File: src/rtl/adc_scan_regs.sv
module adc_scan_regs #(
  parameter int NCH           = 16,
  parameter int DW            = 12,
  parameter int AW            = 9,
  parameter int SETTLE_CYCLES = 50,
  parameter int CONV_CYCLES   = 32,
  parameter int CAL_CYCLES    = 64
) (
  input  logic          clk,
  input  logic          rst_n,
  input  logic [AW-1:0] bus_addr,
  input  logic          bus_we,
  input  logic [15:0]   bus_wdata,
  output logic [15:0]   bus_rdata,
  output logic          conv_req,
  output logic [((NCH > 1) ? $clog2(NCH) : 1)-1:0] conv_chan,
  input  logic          conv_done,
  input  logic [DW-1:0] conv_data,
  input  logic          cal_fail,
  output logic          scan_irq
);
  localparam int CW = (NCH > 1) ? $clog2(NCH) : 1;
  localparam int SW = $clog2(SETTLE_CYCLES + 1);
  localparam int VW = $clog2(CONV_CYCLES + 1);
  localparam int KW = $clog2(CAL_CYCLES + 1);
  localparam logic [AW-1:0] OFF_CSR  = AW'(16'h000);
  localparam logic [AW-1:0] OFF_MASK = AW'(16'h004);
  localparam logic [AW-1:0] OFF_RES  = AW'(16'h020);
  localparam logic [AW-1:0] OFF_CAL  = AW'(16'h1F0);
  localparam logic [AW-1:0] RES_END  = AW'(32'h20 + 2 * NCH);

  logic           start_q, ie_q, busy_q, irq_q;
  logic [1:0]     mode_q;
  logic [NCH-1:0] mask_q, pend_q, pend_next;
  logic [VW-1:0]  cnt_q;
  logic [SW-1:0]  settle_q;
  logic           cal_req_q, cal_rdy_q, cal_err_q;
  logic [KW-1:0]  cal_cnt_q;
  logic [DW-1:0]  res_q [NCH];
  logic [CW-1:0]  chan;

  wire wr_csr   = bus_we && bus_addr == OFF_CSR;
  wire wr_mask  = bus_we && bus_addr == OFF_MASK;
  wire wr_cal   = bus_we && bus_addr == OFF_CAL;
  wire cal_busy = cal_req_q && !cal_rdy_q;
  wire settled  = settle_q == SW'(SETTLE_CYCLES);
  wire launch   = start_q && !busy_q && settled && mode_q == 2'b00;
  wire accept   = busy_q && conv_done && cnt_q == VW'(CONV_CYCLES - 1);
  wire abort    = wr_csr && !cal_busy && !bus_wdata[15];
  wire last     = accept && pend_next == '0;

  always_comb begin
    chan = '0;
    for (int i = NCH - 1; i >= 0; i--)
      if (pend_q[i]) chan = CW'(i);
  end

  assign pend_next = pend_q & ~(NCH'(1) << chan);
  assign conv_req  = busy_q;
  assign conv_chan = chan;
  assign scan_irq  = irq_q;

  always_ff @(posedge clk or negedge rst_n) begin
    if (!rst_n) begin
      settle_q <= '0;
    end else if (!settled) begin
      settle_q <= settle_q + 1'b1;
    end
  end

  always_ff @(posedge clk or negedge rst_n) begin
    if (!rst_n) begin
      start_q <= 1'b0;
      ie_q    <= 1'b0;
      mode_q  <= 2'b00;
      mask_q  <= '0;
    end else begin
      if (wr_csr) begin
        ie_q   <= bus_wdata[12];
        mode_q <= bus_wdata[14:13];
      end
      if (wr_mask) mask_q <= bus_wdata[NCH-1:0];
      if (wr_csr && !cal_busy) start_q <= bus_wdata[15];
      else if (launch && mask_q == '0) start_q <= 1'b0;
      else if (last) start_q <= 1'b0;
    end
  end

  always_ff @(posedge clk or negedge rst_n) begin
    if (!rst_n) begin
      busy_q <= 1'b0;
      pend_q <= '0;
      cnt_q  <= '0;
      irq_q  <= 1'b0;
    end else begin
      irq_q <= last && ie_q && !abort;
      if (abort) begin
        busy_q <= 1'b0;
        pend_q <= '0;
      end else if (launch && mask_q != '0) begin
        busy_q <= 1'b1;
        pend_q <= mask_q;
        cnt_q  <= '0;
      end else if (accept) begin
        pend_q <= pend_next;
        cnt_q  <= '0;
        if (last) busy_q <= 1'b0;
      end else if (busy_q && cnt_q != VW'(CONV_CYCLES - 1)) begin
        cnt_q <= cnt_q + 1'b1;
      end
    end
  end

  always_ff @(posedge clk or negedge rst_n) begin
    if (!rst_n) begin
      for (int i = 0; i < NCH; i++) res_q[i] <= '0;
    end else if (accept) begin
      res_q[chan] <= conv_data;
    end
  end

  always_ff @(posedge clk or negedge rst_n) begin
    if (!rst_n) begin
      cal_req_q <= 1'b0;
      cal_rdy_q <= 1'b0;
      cal_err_q <= 1'b0;
      cal_cnt_q <= '0;
    end else if (wr_cal) begin
      cal_req_q <= bus_wdata[0];
      if (!bus_wdata[0]) begin
        cal_rdy_q <= 1'b0;
        cal_err_q <= 1'b0;
        cal_cnt_q <= '0;
      end
    end else if (cal_busy) begin
      if (cal_cnt_q == KW'(CAL_CYCLES - 1)) begin
        cal_rdy_q <= 1'b1;
        cal_err_q <= cal_fail;
      end else begin
        cal_cnt_q <= cal_cnt_q + 1'b1;
      end
    end
  end

  wire           res_hit = !bus_addr[0] && bus_addr >= OFF_RES && bus_addr < RES_END;
  wire [AW-1:0]  res_off = bus_addr - OFF_RES;
  wire [CW-1:0]  res_idx = res_off[CW:1];

  always_comb begin
    bus_rdata = '0;
    if (bus_addr == OFF_CSR)       bus_rdata = {start_q, mode_q, ie_q, 12'h000};
    else if (bus_addr == OFF_MASK) bus_rdata = 16'(mask_q);
    else if (bus_addr == OFF_CAL)  bus_rdata = {13'h0, cal_err_q, cal_rdy_q, cal_req_q};
    else if (res_hit)              bus_rdata = 16'(res_q[res_idx]);
  end
endmodule


File: config.mk
export PLATFORM = sky130hd
export DESIGN_NAME = adc_scan_regs
export DESIGN_NICKNAME = d
export VERILOG_FILES = /design/src/rtl/adc_scan_regs.sv
export SDC_FILE = /design/constraint.sdc
export NUM_CORES = 1
export LEC_CHECK = 0
export BUFFER_PORTS_ARGS = -buffer_cell sky130_fd_sc_hd__buf_4
export CAP_MARGIN = 0
export CORE_UTILIZATION = 40
export CTS_BUF_LIST = sky130_fd_sc_hd__clkbuf_8
export DETAILED_ROUTE_END_ITERATION = 10
export RECOVER_POWER = 25
export REMOVE_ABC_BUFFERS = 1
export SKIP_CTS_REPAIR_TIMING = 1
export SYNTH_ARGS = -nofsm -noshare
export SYNTH_HDL_FRONTEND = slang
export SYNTH_SLANG_ARGS = --single-unit
File: constraint.sdc
create_clock -name clk -period 4.2 [get_ports clk]
set_clock_uncertainty 0.15 [all_clocks]
set_input_delay 0.84 -clock clk [delete_from_list [all_inputs] [get_ports clk]]
set_output_delay 0.84 -clock clk [all_outputs]
set_load 0.01 [all_outputs]
== After elaboration in Yosys (flattened, before gate mapping) ==
Index checks and enable logic that the tools add are counted.

* Bits in registers: 252
* Latch bits: 0
* Memory bits (writable): 0
* ROM bits: 0
* Output and inout port bits: 22
* Logic and storage cells: 142
* Memories kept: 0

* $add $sub $neg: 4
* $mul: 0
* Div/mod/pow operators: 0
* $lt $le $gt $ge: 5
* Equality and inequality tests: 8
* Shift operators: 1
* Mux-type cells: 49
* Bitwise gates (word level): 5
* Reduce and logical (&&, ||, !) cells: 41

{| class="wikitable"
|+ Operators by type and width
! operator !! number
|-
| bitwise mux 192 bit || 1
|-
| 2-to-1 mux 16 bit || 5
|-
| 2-to-1 mux 4 bit || 16
|-
| 2-to-1 mux 12 bit || 5
|-
| binary-select mux 12 bit (select 4 bit) || 1
|-
| demux 12 bit (select 4 bit) || 1
|-
| zero test 16 bit || 2
|-
| 2-to-1 mux 7 bit || 4
|-
| logical AND 1 bit || 20
|-
| 2-to-1 mux 6 bit || 3
|-
| AND 16 bit || 1
|-
| NOT 16 bit || 1
|-
| nonzero test 16 bit || 1
|-
| << shifter 1 x 4 -> 16 bit, first input constant || 1
|-
| 2-to-1 mux 1 bit || 13
|-
| adder 6 x 1 -> 6 bit, second input constant || 2
|-
| nonzero test 3 bit || 4
|-
| >= comparator 5 bit, second input constant || 2
|-
| NOT 4 -> 5 bit || 2
|-
| == test 9 x 3 -> 1 bit, second input constant || 1
|-
| == test 9 bit, second input constant || 1
|-
| >= comparator 9 x 6 -> 1 bit, second input constant || 1
|-
| zero test 9 bit || 1
|-
| < comparator 9 x 7 -> 1 bit, second input constant || 1
|-
| 14 further kinds || 23
|}

== Logic depth before layout (Yosys ltp) ==
Gate-level depths: netlist of run 1.

* Depth in word-level cells: 25
* Mapped depth: 11
* Mapped depth without buffers: 9

== Worst setup path before layout of run 1 ==
No wires, ideal clock.

* Kind: input port to output port
* From: input bus_addr[1]
* To: output bus_rdata[0]
* Arrival: 2753 ps
* Required time: 3210 ps
* Setup slack: 457 ps
* Cell stages on the path: 7
* Path buffers: 3
* Cell sequence: clkbuf_1 -> buf_2 -> buf_2 -> mux4_2 -> mux4_2 -> inv_1 -> o21ai_0

* Word-level cells in the longest chain between the ends: 9
* Elaborated cells on any way between the ends: 16

{| class="wikitable"
|+ Ends and longest elaborated chain
! what !! RTL line !! RTL
|-
| from (decl) || 11 || <nowiki>input logic [AW-1:0] bus_addr,</nowiki>
|-
| subtractor 5 x 1 -> 5 bit || 146 || <nowiki>wire [AW-1:0] res_off = bus_addr - OFF_RES;</nowiki>
|-
| NOT 4 -> 5 bit (implied by the code) || 154 || <nowiki>else if (res_hit) bus_rdata = 16'(res_q[res_idx]);</nowiki>
|-
| binary-select mux 12 bit (select 4 bit) || 154 ||
|-
| 2-to-1 mux 12 bit (implied by the code) (2 in series) || 154 ||
|-
| 2-to-1 mux 12 bit || 154 ||
|-
| 2-to-1 mux 12 bit || 153 || <nowiki>else if (bus_addr == OFF_CAL) bus_rdata = {13'h0, cal_err_q, cal_rdy_q, cal_req_q};</nowiki>
|-
| 2-to-1 mux 16 bit || 152 || <nowiki>else if (bus_addr == OFF_MASK) bus_rdata = 16'(mask_q);</nowiki>
|-
| 2-to-1 mux 16 bit * || 151 || <nowiki>if (bus_addr == OFF_CSR) bus_rdata = {start_q, mode_q, ie_q, 12'h000};</nowiki>
|-
| to (decl) || 14 || <nowiki>output logic [15:0] bus_rdata,</nowiki>
|}

Every way passes the cells marked *; elsewhere a longest branch is shown, timed or not. The select of a mux whose other input is x is not followed.

== Worst setup path after layout of run 1 ==
* From: input bus_addr[1]
* To: output bus_rdata[10]

Same word-level chain as after synthesis.

==> flow_metrics.py, run 1 <==
metrics = {
    "route": {
        "post_drt_via_cell_ratio": 5.63,
        "first_pass_iters": 4,
        "drt-initial-drc-count": 486,
        "wl_per_cell_um": 22.5,
        "vias": 7944,
        "wl_mm": 31.8,
        "drc_errors": 0,
        "ant_nets": 0,
    },
    "global_route": {
        "grtUsageMet1_pct": 29.6,
        "antenna_found_initial": 0,
        "busiest_layer": "met2",
        "overflow": 0,
        "grt_pass1_wl_mm": 50.2,
        "use_met3_pct": 3.39,
        "grt_max_degree": 114,
        "grt_pass1_vias": 8409,
        "use_met2_pct": 34.5,
        "grt_usage_pct": 21.2,
    },
    "timing": {
        "fmaxAchievable_ghz": 0.258,
        "final.setup.tns_ps": 0,
        "rsz0062_at_grt": "false",
        "setup_viol": 0,
        "finalMaxSlewViolations": 113,
        "setup_ws_ps": 319,
        "hold_viol": 0,
        "worst_pin_slew_ps": 2930,
        "min_period_ps": 3880,
        "fin_crit_sh_pct": 92.4,
        "max_slew_margin_pct": -95.3,
    },
    "logic_synthesis": {
        "ys_async_sr_fraction_pct": 100,
        "synth_ff_type": "dfrtp_1",
        "synth.yosys.seq_area_share_pct": 51.6,
        "syn-cell-area_sq_mm": 0.0122,
        "synth.avg_cell_area_sq_um": 13.4,
        "yosys_warnings": 0,
        "synth_enable_flop_cells": 0,
        "yosysUniqueCellTypes": 65,
        "ys_ff_latch": 252,
        "syn_inst": 911,
    },
    "worst_setup_path": {
        "critPathSlowestCell": "mux4_2",
        "startpoint_type": "input pin",
        "cpPeakStageDelay_ps": 510,
        "crit_type": "input pin to output port",
        "crit_path_end_kind": "output port",
        "critPathMostFrequentCell": "buf_4",
        "critPathMaxFanout": 22,
        "arrival_ps": 2890,
        "crit_chain": "buf_4 > buf_4 > mux4_2 > mux4_2 > inv_1 > o21ai_0 > buf_4",
        "cp_data_required_time_ps": 3210,
    },
    "job": {
        "max_cap_violations": 1,
    },
    "floorplanning": {
        "die_w_um": 177,
        "rows": 63,
        "pin_count": 64,
        "core_area_sq_mm": 0.0299,
        "fp.dieH_um": 177,
        "initial_core_util_pct": 40.9,
        "dieArea_sq_mm": 0.0313,
    },
    "layout": {
        "nFillCells": 2687,
        "seqCellArea_sq_mm": 0.00631,
        "drive_gt1_share_pct": 41.5,
        "fin_nets": 1034,
        "multi_input_area_sq_mm": 0.00556,
        "diodes": 0,
        "syn_to_final_growth_pct": 15.0,
        "fin_util_pct": 47.0,
    },
    "power_and_ir_drop": {
        "max-vdd-ir-drop_mv": 0.191,
        "power_density_mw_per_mm2": 354,
        "power_leakage_nw": 6.62,
    },
    "clocking": {
        "cts.sinks": 252,
        "insertion_delay_ps": 560,
        "cts_tree": "built",
        "htreeDepth": 2,
        "numCtsBuffers": 45,
        "clk_pin_slew_ps": 60,
        "root_buffer": "clkbuf_8",
        "clockBufferDepth": 3,
    },
    "run_status": {
        "status": "finished with violations",
        "violations": "capacitance limit, slew limit",
    },
    "place": {
        "pre_cts_slack_ps": 291,
        "gp_congestion": 0.953,
        "port_buffers": 63,
        "dp_hpwl_mm": 19.9,
    },
    "hold_path": {
        "hold_class": "flop to flop",
    },
}
[layout by cell type (no fill, tap or decap), drive strengths merged, types with 13 or more instances in the layout]
cell type	count
nor2	39
a21oi	27
nor3	19
mux4	59
nand2	51
clkbuf	58
nand3	18
nor4	13
o21ai	28
inv	35
mux2	212
dfrtp	252
buf	91
[registers in the layout, summed over array words and instances, names as in the netlist, 2 cells and up]
signal,cells
res_q,192
mask_q,16
pend_q,16
cal_cnt_q,7
settle_q,6
cnt_q,6
mode_q,2
[critical path, delay by kind of cell]
| family | cells | cell delay (ps) |
|---|---|---|
| multiplexers | 2 | 1000 |
| buffers and inverters | 4 | 930 |
| AO/OA/AOI/OAI | 1 | 70 |
[cell usage after synthesis, types with 6 or more instances]
cell type | number | share of area [%]
a22o_1 | 8 | 0.57
nand2_1 | 51 | 1.6
clkbuf_1 | 35 | 1.1
a2bb2oi_1 | 6 | 0.43
buf_4 | 6 | 0.37
mux2_2 | 190 | 18
a31oi_1 | 7 | 0.36
nor2_1 | 38 | 1.2
inv_1 | 18 | 0.55
nand4_1 | 6 | 0.31
and3_1 | 6 | 0.31
nand3_1 | 18 | 0.74
a21oi_1 | 26 | 1.1
or3_1 | 8 | 0.41
buf_2 | 14 | 0.57
nor3_1 | 14 | 0.57
dfrtp_1 | 252 | 52
xnor2_1 | 8 | 0.57
o21ai_0 | 28 | 1.1
nand2b_1 | 7 | 0.36
nor4_1 | 9 | 0.46
mux4_2 | 59 | 11
mux2_1 | 22 | 2.0
[final cells by class]
type / instances / area share, %
Sequential cell: 252 / 44.9
Multi-Input combinational cell: 577 / 39.6
Clock buffer: 55 / 5.39
Timing Repair Buffer: 94 / 5.22
Tap cell: 390 / 3.47
Clock inverter: 24 / 0.979
Inverter: 18 / 0.481
[cells by family after synthesis]
| family | after synthesis | synth area share (%) |
|---|---|---|
| flip-flops | 252 | 51.6 |
| multiplexers | 272 | 30.5 |
| XOR/XNOR | 10 | 0.717 |
| adder cells (fa/ha/maj) | 4 | 0.409 |
| AND/OR/NAND/NOR | 189 | 8.30 |
| buffers and inverters | 82 | 3.09 |
| AO/OA/AOI/OAI | 102 | 5.41 |
[metal layers]
metal	routed length, um	up-vias
li1	-	3540
met1	14300	4162
met2	15400	206
met3	1580	36
met4	521	0
met5	0	-
[path summary, 6_finish.rpt]
path,from,to,slack [ps],cells after the start
setup reg to reg,pend_q[7]$_DFFE_PN0P_,res_q[170]$_DFFE_PN0P_,920,5
setup / recovery,bus_addr[1],bus_rdata[10],320,7
min in group asynchronous,rst_n,settle_q[4]$_DFFE_PN0P_,1090,1
hold reg to reg,settle_q[5]$_DFFE_PN0P_,settle_q[5]$_DFFE_PN0P_,330,1
max in group asynchronous,rst_n,pend_q[3]$_DFFE_PN0P_,1070,2
hold / removal,settle_q[5]$_DFFE_PN0P_,settle_q[5]$_DFFE_PN0P_,330,1
[where the power goes]
group | internal [W] | switching, W
Clock | 0.00124 | 0.00103
Combinational | 0.0000864 | 0.000145
Sequential | 0.00245 | 0.0000270
[stage by stage]
stage / power (W) / area [sq um] / std cells / hold WS [ps]
2_1_floorplan: 0.00258 / 11900 / 847 / 295
3_3_place_gp: 0.00276 / 13200 / 1331 / 312
3_5_place_dp: 0.00276 / 13200 / 1331 / 316
4_1_cts: 0.00504 / 14100 / 1410 / 257
5_1_grt: 0.00518 / 14100 / 1410 / 343
6_report: 0.00498 / 14100 / 1410 / 329
Power figures use the tool's default switching activity.
==> run 2, diff against run 1 <==
--- a/config.mk
+++ b/config.mk
@@ -11,7 +11,6 @@
 export CTS_BUF_LIST = sky130_fd_sc_hd__clkbuf_8
 export DETAILED_ROUTE_END_ITERATION = 10
 export RECOVER_POWER = 25
-export REMOVE_ABC_BUFFERS = 1
 export SKIP_CTS_REPAIR_TIMING = 1
 export SYNTH_ARGS = -nofsm -noshare
 export SYNTH_HDL_FRONTEND = slang
==> flow_metrics.py, run 2 (same netlist as run 1, synthesis figures left out) <==
metrics = {
    "run_status": {
        "status": "finished with violations",
        "violations": "capacitance limit, slew limit",
    },
    "timing": {
        "max_slew_margin_pct": -79.8,
        "hold_viol": 0,
        "setup_viol": 0,
        "fin_crit_sh_pct": 96.0,
        "rsz0062_at_grt": "false",
        "setup_ws_ps": 168,
        "fmaxAchievable_ghz": 0.248,
        "final.setup.tns_ps": 0,
        "finalMaxSlewViolations": 100,
        "worst_pin_slew_ps": 2700,
        "min_period_ps": 4030,
    },
    "place": {
        "dp_hpwl_mm": 20.0,
        "pre_cts_slack_ps": 214,
        "port_buffers": 63,
        "dpl_cell_area_sq_mm": 0.0132,
        "gp_congestion": 0.941,
    },
    "layout": {
        "nFillCells": 2649,
        "fin_nets": 1036,
        "largest_reg_flops": 192,
        "drive_gt1_share_pct": 42.1,
        "final_cell_area_sq_mm": 0.0141,
        "diodes": 0,
        "mostFrequentLayoutCells": "dfrtp_1 (252), mux2_2 (190), buf_4 (88)",
        "final_common_cell": "dfrtp_1",
        "max_flop_register": "res_q",
        "fin_util_pct": 47.2,
        "syn_to_final_growth_pct": 15.4,
        "multi_input_area_sq_mm": 0.00556,
        "largestRegisters": "res_q x192, mask_q x16, pend_q x16",
        "seqCellArea_sq_mm": 0.00631,
    },
    "power_and_ir_drop": {
        "power_leakage_nw": 6.64,
        "p_sw_share_pct": 23.5,
        "power_density_mw_per_mm2": 355,
        "power_w": 0.00501,
        "pwr-share-clk_pct": 46.0,
        "seq_power_share_pct": 49.4,
        "p_int_w": 0.00383,
        "max-vdd-ir-drop_mv": 0.163,
        "pwr-share-comb_pct": 4.6,
        "power.net_switching_w": 0.00118,
    },
    "worst_setup_path": {
        "crit_type": "input pin to output port",
        "r2r_start": "pend_q[2]$_DFFE_PN0P_",
        "crit_chain": "buf_4 > or3_1 > or3b_2 > nor3_1 > a221o_1 > buf_4",
        "crit_path_end_kind": "output port",
        "critPathMaxFanout": 12,
        "cpPeakStageDelay_ps": 660,
        "crit_start": "bus_addr[6]",
        "arrival_ps": 3040,
        "critPathMostFrequentCell": "buf_4",
        "critPathSlowestCell": "or3b_2",
        "rrSetupSlack_ps": 910,
        "cp_data_required_time_ps": 3210,
        "startpoint_type": "input pin",
    },
    "clocking": {
        "clockBufferDepth": 3,
        "htreeDepth": 2,
        "clk_pin_slew_ps": 50,
        "cts.sinks": 252,
        "insertion_delay_ps": 550,
        "cts_tree": "built",
        "numCtsBuffers": 46,
        "root_buffer": "clkbuf_8",
    },
    "floorplanning": {
        "pin_count": 64,
        "rows": 63,
        "dieArea_sq_mm": 0.0313,
        "core_area_sq_mm": 0.0299,
        "die_w_um": 177,
        "initial_core_util_pct": 40.9,
        "fp.dieH_um": 177,
    },
    "global_route": {
        "grt_usage_pct": 20.8,
        "grt_pass1_vias": 8195,
        "grt_max_degree": 101,
        "grt_pass1_wl_mm": 49.2,
        "overflow": 0,
        "antenna_found_initial": 0,
    },
    "route": {
        "post_drt_via_cell_ratio": 5.63,
        "vias": 7942,
        "drc_errors": 0,
        "first_pass_iters": 5,
        "drt-initial-drc-count": 602,
        "ant_nets": 0,
        "wl_per_cell_um": 22.1,
        "wl_mm": 31.2,
    },
    "logic_synthesis": {
        "syn-num-nets": 957,
    },
    "job": {
        "max_cap_violations": 1,
    },
    "hold_path": {
        "hold_class": "flop to flop",
        "min_from": "settle_q[5]$_DFFE_PN0P_",
    },
}
run 2: cell count changes in the layout (fill, tap and decap cells not counted):
| cell | delta |
|---|---|
| clkbuf_1 | -2 |
| nor2b_2 | +1 |
| nor4_2 | +1 |
| clkinv_8 | -1 |
| buf_12 | +2 |
| inv_1 | -3 |
| nor4_4 | -1 |
| nor2b_1 | -1 |
| clkinv_4 | +1 |
| clkbuf_8 | +3 |
| clkbuf_4 | +1 |
run 2: layout make-up:
cell class | count | area share (%)
repair buffers | 95 | 5.48
flip-flops and latches | 252 | 44.7
well taps | 390 | 3.46
multi-input cells | 577 | 39.4
clock inverters | 21 | 0.842
inverters | 18 | 0.479
clock buffers | 58 | 5.66
run 2: worst max-delay path: cells and delay by family:
kind,cells,cell delay [ps]
buffers and inverters,2,230
AO/OA/AOI/OAI,1,230
AND/OR/NAND/NOR,3,1730
run 2: worst paths after layout:
check / end / cells after the start
hold reg to reg: settle_q[5]$_DFFE_PN0P_ / 1
setup / recovery: bus_rdata[2] / 6
setup reg to reg: res_q[1]$_DFFE_PN0P_ / 6
hold / removal: settle_q[5]$_DFFE_PN0P_ / 1
max in group asynchronous: res_q[149]$_DFFE_PN0P_ / 2
min in group asynchronous: res_q[134]$_DFFE_PN0P_ / 1
run 2: routing by layer:
metal,vias to the layer above,GRT usage [%],part of all wire (%)
li1,3539,-,-
met3,52,3.11,3.6
met2,172,34.6,49
met5,-,0,0
met4,0,6.00,2.1
met1,4179,28.4,45
run 2: power groups by stage:
stage | Sequential [W] | Clock, W | Combinational [W]
after global routing | 0.00248 | 0.00248 | 0.000258
after global placement | 0.00252 | 0 | 0.000234
after detailed placement | 0.00252 | 0 | 0.000237
after CTS | 0.00248 | 0.00237 | 0.000238
after floorplan | 0.00251 | 0 | 0.000111
final | 0.00248 | 0.00230 | 0.000230
run 2: metrics by stage:
step           hold WS [ps]  instances
2_1_floorplan           295        911
3_3_place_gp            313       1332
3_5_place_dp            323       1332
4_1_cts                 205       1411
5_1_grt                 346       1411
6_report                328       1411
